<file path="src/rtl/cfgport_pkg.sv">
package cfgport_pkg;

    localparam int BYTE_W  = 8;
    localparam int KEY_LEN = 4;

    // key bytes in write order, element 0 first
    localparam logic [KEY_LEN-1:0][BYTE_W-1:0] KEY_SEQ =
        {8'h55, 8'h55, 8'h01, 8'h87};

    localparam logic [BYTE_W-1:0] IDX_LDN     = 8'h07;
    localparam logic [BYTE_W-1:0] IDX_EXIT    = 8'h02;
    localparam logic [BYTE_W-1:0] EXIT_VALUE  = 8'h02;
    localparam logic [BYTE_W-1:0] IDX_ID_HI   = 8'h20;
    localparam logic [BYTE_W-1:0] IDX_ID_LO   = 8'h21;
    localparam logic [BYTE_W-1:0] IDX_REV     = 8'h22;
    localparam logic [BYTE_W-1:0] IDX_DEV_LO  = 8'h30;
    localparam logic [BYTE_W-1:0] IDX_ACT     = 8'h30;
    localparam logic [BYTE_W-1:0] IDX_BASE_HI = 8'h60;
    localparam logic [BYTE_W-1:0] IDX_BASE_LO = 8'h61;

    localparam logic [BYTE_W-1:0] LOCKED_RD   = 8'hFF;

    typedef struct packed {
        logic              unlocked;
        logic [BYTE_W-1:0] idx;
        logic [BYTE_W-1:0] ldn;
        logic [BYTE_W-1:0] rdata;
        logic              wr_stb;
        logic [BYTE_W-1:0] wr_ldn;
        logic [BYTE_W-1:0] wr_idx;
        logic [BYTE_W-1:0] wr_data;
    } port_state_t;

    typedef struct packed {
        logic        act;
        logic [15:0] base;
    } dev_regs_t;

endpackage

</file>
<file path="src/rtl/cfgport_keyseq.sv">
module cfgport_keyseq
    import cfgport_pkg::*;
(
    input  logic              clk,
    input  logic              rst_n,
    input  logic              key_wr,
    input  logic [BYTE_W-1:0] key_byte,
    output logic              key_hit
);
    localparam int CNT_W = (KEY_LEN > 1) ? $clog2(KEY_LEN) : 1;
    localparam logic [CNT_W-1:0] LAST = CNT_W'(KEY_LEN - 1);

    logic [CNT_W-1:0] cnt_d, cnt_q;

    always_comb begin
        cnt_d   = cnt_q;
        key_hit = 1'b0;
        if (key_wr) begin
            if (key_byte == KEY_SEQ[cnt_q]) begin
                if (cnt_q == LAST) begin
                    key_hit = 1'b1;
                    cnt_d   = '0;
                end else begin
                    cnt_d = cnt_q + 1'b1;
                end
            end else if (key_byte == KEY_SEQ[0]) begin
                cnt_d = CNT_W'(1);
            end else begin
                cnt_d = '0;
            end
        end
    end

    always_ff @(posedge clk or negedge rst_n) begin
        if (!rst_n) cnt_q <= '0;
        else        cnt_q <= cnt_d;
    end

endmodule

</file>
<file path="src/rtl/cfgport_devbank.sv">
module cfgport_devbank
    import cfgport_pkg::*;
#(
    parameter int NUM_DEV = 8
) (
    input  logic              clk,
    input  logic              rst_n,
    input  logic              wr_en,
    input  logic [BYTE_W-1:0] sel_ldn,
    input  logic [BYTE_W-1:0] wr_idx,
    input  logic [BYTE_W-1:0] wr_data,
    output logic              sel_valid,
    output logic              sel_act,
    output logic [15:0]       sel_base
);
    dev_regs_t dev_q_arr [NUM_DEV];

    for (genvar g = 0; g < NUM_DEV; g++) begin : g_dev
        dev_regs_t r_d, r_q;

        always_comb begin
            r_d = r_q;
            if (wr_en && (int'(sel_ldn) == g)) begin
                case (wr_idx)
                    IDX_ACT:     r_d.act        = wr_data[0];
                    IDX_BASE_HI: r_d.base[15:8] = wr_data;
                    IDX_BASE_LO: r_d.base[7:0]  = wr_data;
                    default:     r_d            = r_q;
                endcase
            end
        end

        always_ff @(posedge clk or negedge rst_n) begin
            if (!rst_n) r_q <= '0;
            else        r_q <= r_d;
        end

        assign dev_q_arr[g] = r_q;
    end

    always_comb begin
        sel_valid = 1'b0;
        sel_act   = 1'b0;
        sel_base  = '0;
        for (int i = 0; i < NUM_DEV; i++) begin
            if (int'(sel_ldn) == i) begin
                sel_valid = 1'b1;
                sel_act   = dev_q_arr[i].act;
                sel_base  = dev_q_arr[i].base;
            end
        end
    end

endmodule

</file>
<file path="src/rtl/cfgport_rdmux.sv">
module cfgport_rdmux
    import cfgport_pkg::*;
#(
    parameter logic [15:0] CHIP_ID  = 16'h5A01,
    parameter logic [3:0]  CHIP_REV = 4'h3
) (
    input  logic              unlocked,
    input  logic              at_idx_port,
    input  logic [BYTE_W-1:0] idx,
    input  logic [BYTE_W-1:0] ldn,
    input  logic              dev_valid,
    input  logic              dev_act,
    input  logic [15:0]       dev_base,
    output logic [BYTE_W-1:0] rbyte
);
    always_comb begin
        rbyte = LOCKED_RD;
        if (unlocked) begin
            if (at_idx_port) begin
                rbyte = idx;
            end else if (idx >= IDX_DEV_LO) begin
                if (!dev_valid) begin
                    rbyte = LOCKED_RD;
                end else begin
                    case (idx)
                        IDX_ACT:     rbyte = {7'd0, dev_act};
                        IDX_BASE_HI: rbyte = dev_base[15:8];
                        IDX_BASE_LO: rbyte = dev_base[7:0];
                        default:     rbyte = 8'h00;
                    endcase
                end
            end else begin
                case (idx)
                    IDX_LDN:   rbyte = ldn;
                    IDX_ID_HI: rbyte = CHIP_ID[15:8];
                    IDX_ID_LO: rbyte = CHIP_ID[7:0];
                    IDX_REV:   rbyte = {4'h0, CHIP_REV};
                    default:   rbyte = 8'h00;
                endcase
            end
        end
    end

endmodule

</file>
<file path="src/rtl/cfgport_gate.sv">
module cfgport_gate
    import cfgport_pkg::*;
#(
    parameter int              ADDR_W    = 16,
    parameter logic [ADDR_W-1:0] IDX_PORT  = 16'h002E,
    parameter logic [ADDR_W-1:0] DATA_PORT = 16'h002F,
    parameter int              NUM_DEV   = 8,
    parameter logic [15:0]     CHIP_ID   = 16'h5A01,
    parameter logic [3:0]      CHIP_REV  = 4'h3
) (
    input  logic              clk,
    input  logic              rst_n,
    input  logic [ADDR_W-1:0] bus_addr,
    input  logic              bus_wr,
    input  logic              bus_rd,
    input  logic [7:0]        bus_wdata,
    output logic [7:0]        bus_rdata,
    output logic              unlocked,
    output logic [7:0]        ldn,
    output logic              cfg_wr_stb,
    output logic [7:0]        cfg_wr_ldn,
    output logic [7:0]        cfg_wr_idx,
    output logic [7:0]        cfg_wr_data
);
    port_state_t d, q;

    logic              at_idx, at_dat;
    logic              key_wr, key_hit;
    logic              idx_wr_ok, dat_wr_ok, port_rd;
    logic              dev_valid, dev_act;
    logic [15:0]       dev_base;
    logic [BYTE_W-1:0] rd_byte;

    assign at_idx    = (bus_addr == IDX_PORT);
    assign at_dat    = (bus_addr == DATA_PORT);
    assign key_wr    = bus_wr && at_idx && !q.unlocked;
    assign idx_wr_ok = bus_wr && at_idx && q.unlocked;
    assign dat_wr_ok = bus_wr && at_dat && q.unlocked;
    assign port_rd   = bus_rd && (at_idx || at_dat);

    cfgport_keyseq u_keyseq (
        .clk      (clk),
        .rst_n    (rst_n),
        .key_wr   (key_wr),
        .key_byte (bus_wdata),
        .key_hit  (key_hit)
    );

    cfgport_devbank #(.NUM_DEV(NUM_DEV)) u_devbank (
        .clk       (clk),
        .rst_n     (rst_n),
        .wr_en     (dat_wr_ok),
        .sel_ldn   (q.ldn),
        .wr_idx    (q.idx),
        .wr_data   (bus_wdata),
        .sel_valid (dev_valid),
        .sel_act   (dev_act),
        .sel_base  (dev_base)
    );

    cfgport_rdmux #(.CHIP_ID(CHIP_ID), .CHIP_REV(CHIP_REV)) u_rdmux (
        .unlocked    (q.unlocked),
        .at_idx_port (at_idx),
        .idx         (q.idx),
        .ldn         (q.ldn),
        .dev_valid   (dev_valid),
        .dev_act     (dev_act),
        .dev_base    (dev_base),
        .rbyte       (rd_byte)
    );

    always_comb begin
        d        = q;
        d.wr_stb = 1'b0;

        if (key_hit) d.unlocked = 1'b1;

        if (idx_wr_ok) d.idx = bus_wdata;

        if (dat_wr_ok) begin
            d.wr_stb  = 1'b1;
            d.wr_ldn  = q.ldn;
            d.wr_idx  = q.idx;
            d.wr_data = bus_wdata;
            if (q.idx == IDX_LDN) d.ldn = bus_wdata;
            if ((q.idx == IDX_EXIT) && (bus_wdata == EXIT_VALUE)) begin
                d.unlocked = 1'b0;
                d.idx      = '0;
            end
        end

        if (port_rd) d.rdata = rd_byte;
    end

    always_ff @(posedge clk or negedge rst_n) begin
        if (!rst_n) begin
            q       <= '0;
            q.rdata <= LOCKED_RD;
        end else begin
            q <= d;
        end
    end

    assign bus_rdata   = q.rdata;
    assign unlocked    = q.unlocked;
    assign ldn         = q.ldn;
    assign cfg_wr_stb  = q.wr_stb;
    assign cfg_wr_ldn  = q.wr_ldn;
    assign cfg_wr_idx  = q.wr_idx;
    assign cfg_wr_data = q.wr_data;

endmodule

</file>
<file path="config.mk">
export PLATFORM = sky130hd
export DESIGN_NAME = cfgport_gate
export DESIGN_NICKNAME = d
export VERILOG_FILES = /design/src/rtl/cfgport_pkg.sv /design/src/rtl/cfgport_keyseq.sv /design/src/rtl/cfgport_devbank.sv /design/src/rtl/cfgport_rdmux.sv /design/src/rtl/cfgport_gate.sv
export SDC_FILE = /design/constraint.sdc
export NUM_CORES = 1
export LEC_CHECK = 0
export BUFFER_PORTS_ARGS = -buffer_cell sky130_fd_sc_hd__buf_4
export CORE_MARGIN = 10
export CORE_UTILIZATION = 55
export DETAILED_ROUTE_END_ITERATION = 8
export HOLD_SLACK_MARGIN = 0.12
export PLACE_DENSITY = 0.83
export SYNTH_ARGS = -nofsm -noshare
export SYNTH_HDL_FRONTEND = slang
export SYNTH_SLANG_ARGS = --single-unit
</file>
<file path="constraint.sdc">
create_clock -name clk -period 3.6 [get_ports clk]
set_clock_uncertainty 0.1 [all_clocks]
set_input_delay 0.72 -clock clk [delete_from_list [all_inputs] [get_ports clk]]
set_output_delay 0.72 -clock clk [all_outputs]
set_load 0.01 [all_outputs]
</file>
==> summary.md <==
| Metric | Value |
|---|---|
| Post-synth EDFFs | `0` |
| Max Transition Viols Final | `0` |
| Worst setup EP type | `flip-flop` |
| Worst reg2reg startpoint | `ldn[5]` |
| Post-synth top area cell | `dfrtp_1` |
| CTS buffer count | `17` |
| # fillers | `1210` |
| Gr ovfl total | `0` |
| R2R depth | `7` |
| WHS | `0.209 ns` |
| Max-cap check violation count | `0` |
| Yosys Warn Count | `0` |
| Ports | `70` |
| CTS tree | `built` |
| FF/Latch Area | `between 4000 and 5000 sq um` |
| FMAX | `approximately 330 MHz` |
| Reg-to-Reg End | `bus_rdata[0]` |
| Worst Setup EP | `bus_rdata[0]` |
| Peak VDD IR | `about 0.00026 V` |
| Routability cong. | `0.991` |
| Vias in the first global route | `about 6500` |
| Worst-Margin Slew | `around 0.66 ns` |
| Fraction of the yosys area taken by sequential cells | `approximately half` |
| Worst hold path type | `in -> async` |
| Hold Vio Cnt, Final | `0` |
| Pre-antenna DRT Iters | `6` |
| Clk_lat worst skew | `approximately 0.44 ns` |
| Final ANT Viol Nets | `0` |
| Share of post-route cells with drive strength above 1 | `39.0%` |
| Crit Path Class | `reg -> reg` |
| Top-area cell type share of the netlist area | `between 40 and 50%` |
| Post-CTS Setup Repair Bufs | `0` |
| Multi-input gate area | `just over 4000 sq um` |
| Top FF cell, synth | `dfrtp_1` |
| Routed len/inst | `between 20 and 25 um` |
| Drt total wl | `22.7 mm` |
| Die height | `about 150 um` |
| Fin crit share | `between 80% and 90%` |
| Total negative slack | `0 ns` |
| Status | `finished, final reports clean` |
| Die ar. | `about 23000 sq um` |
| Crit path DAT | `~3.3 ns` |
| Pwr/cell area | `400 nW/um^2` |
| Min Tclk post-route | `3.06 ns` |
| Post-CTS Hold Fix Bufs | `0` |
| Initial antenna violation count | `0` |
| Post-synth ARST share | `100%` |
| Initial Util | `56.3%` |
| Slew margin rel. | `between 50% and 60%` |
| Hpwl dp | `between 15 and 20 mm` |
| Core area | `16600 sq um` |
| #FFs+latches synth | `between 150 and 200` |
| # port buffers | `just under 70` |
| R2R Setup Slk | `between 0.5 and 0.6 ns` |
| Post-CTS sizing | `0` |
| Bufs on Longest Clock Path | `2` |
| Area grow syn2layout | `11.7%` |
| First-pass GRT wire length | `~37 mm` |
| Root Driver | `clkbuf_16` |
| Critical Path Source Type | `flip-flop` |
| Count of different cell masters after synthesis | `54` |
| Unrepaired setup endpoints after global routing | `no` |
| Row count | `47` |
| CTS clk-pin slew, worst paths | `0.07 ns` |
| Count leader, synth | `dfrtp_1` |
| Setup crit start | `ldn[5]` |
| Syn Area/Cell | `12.0 sq um` |
| Die width | `between 150 and 200 um` |
| Crit-path max FO | `7` |
| H-tree Lvls | `4` |
| Area contributors post-synth | `dfrtp_1, mux2_2, mux4_2, nand2_1, buf_4` |
| Vias | `6342` |
| Final Setup Violations | `0` |
| Most instantiated cells after synthesis | `dfrtp_1, mux2_2, nand2_1` |
| Cell count after synthesis | `between 700 and 800` |
| Lkg Pwr | `roughly 0.005 uW` |
| All-layer global routing usage | `around a fifth` |
| Initial DRC count | `around 540` |
| Antenna Cells | `0` |
| Pin count of the biggest net entering global routing | `84` |
| DRC Markers | `0` |
| Post-synth net total | `just over 800` |
| Worst Path Required | `slightly below 4 ns` |
| Clock sink total | `188` |
| Vias per inst | `just over 6` |
| Netlist Area Pre-Place | `9370 sq um` |
| Nets@finish | `around 830` |
kinds of logic (layout without fill, tap and decap cells):
logic type / count (synthesis) / after routing / share of synthesized area (%)
simple gates: 198 / 198 / 11.0
buf+inv: 101 / 133 / 5.79
flops: 188 / 188 / 50.3
compound gates: 80 / 80 / 5.29
fa+ha+maj: 3 / 3 / 0.400
mux: 206 / 206 / 27.0
xor+xnor: 2 / 2 / 0.187
cell usage in the layout, fill, tap and decap left out, drive strengths merged, types with 4 or more instances in the layout:
master,count
nor3,14
a21oi,16
and3,8
a211oi,6
mux2i,26
nand3,12
inv,14
dfrtp,180
nand2b,4
mux2,158
o21ai,28
nor2,33
nand2,85
buf,88
dfstp,8
o31ai,8
mux4,22
nor4,8
nand4,11
o22ai,7
clkbuf,24
state kept, by name, summed over array words and instances, names as in the netlist:
signal / flops
u_devbank.dev_q_arr: 136
bus_rdata: 8
cfg_wr_data: 8
cfg_wr_idx: 8
cfg_wr_ldn: 8
ldn: 8
q: 8
u_keyseq.cnt_q: 2
cfg_wr_stb: 1
unlocked: 1
worst max-delay path, cell delays in order (launching register included):
cell and delay (ns):
dfrtp_1 0.44, or4_1 0.64, or2_0 0.42, buf_4 0.26
o311ai_0 0.53, a21oi_1 0.14, nor4_1 0.36, nor2_1 0.09
power breakdown:
group	leakage, uW	switching (uW)	total (uW)	internal (uW)
registers	0.00258	0.0826	2110	2110
clock network	0.000296	789	1960	1170
logic	0.00215	88.1	117	28.6
total	0.00503	877	4190	3310
metal layers:
layer  GRT usage, %  share of wire (%)  up-vias
met3           5.28                8.1       60
met5              0                  0        -
met1           26.6                 42     3211
met2           32.2                 46      263
met4           10.1                3.6        0
li1               -                  -     2808
through the flow:
step	std cells	cell area [sq um]	setup WS, ns	util, %	total power (uW)
floorplan	778	9370	0.781	-	2180
global route	1030	10500	0.419	62.9	4320
finish	1030	10500	0.544	62.9	4190
detailed placement	999	9860	0.274	59.2	2270
global placement	999	9860	0.389	59.2	2270
CTS	1030	10500	0.591	62.9	4210
worst min-delay path by stage:
stage | from | to | cells past startpoint
after CTS | rst_n | u_keyseq.cnt_q[0] | 1
after global placement | cfg_wr_ldn[6] | cfg_wr_ldn[6] | 2
after floorplan | rst_n | cfg_wr_data[0] | 0
final | rst_n | u_keyseq.cnt_q[0] | 1
after global routing | rst_n | u_keyseq.cnt_q[0] | 1
after detailed placement | cfg_wr_data[7] | cfg_wr_data[7] | 2
final cells by class:
class,count,share of cell area (%)
repair buffers,89,6.68
clock inverters,8,1.25
multi-input cells,489,39.3
inverters,13,0.466
flip-flops and latches,188,45.0
well taps,220,2.63
clock buffers,23,4.66
(Power assumes the default switching activity.)
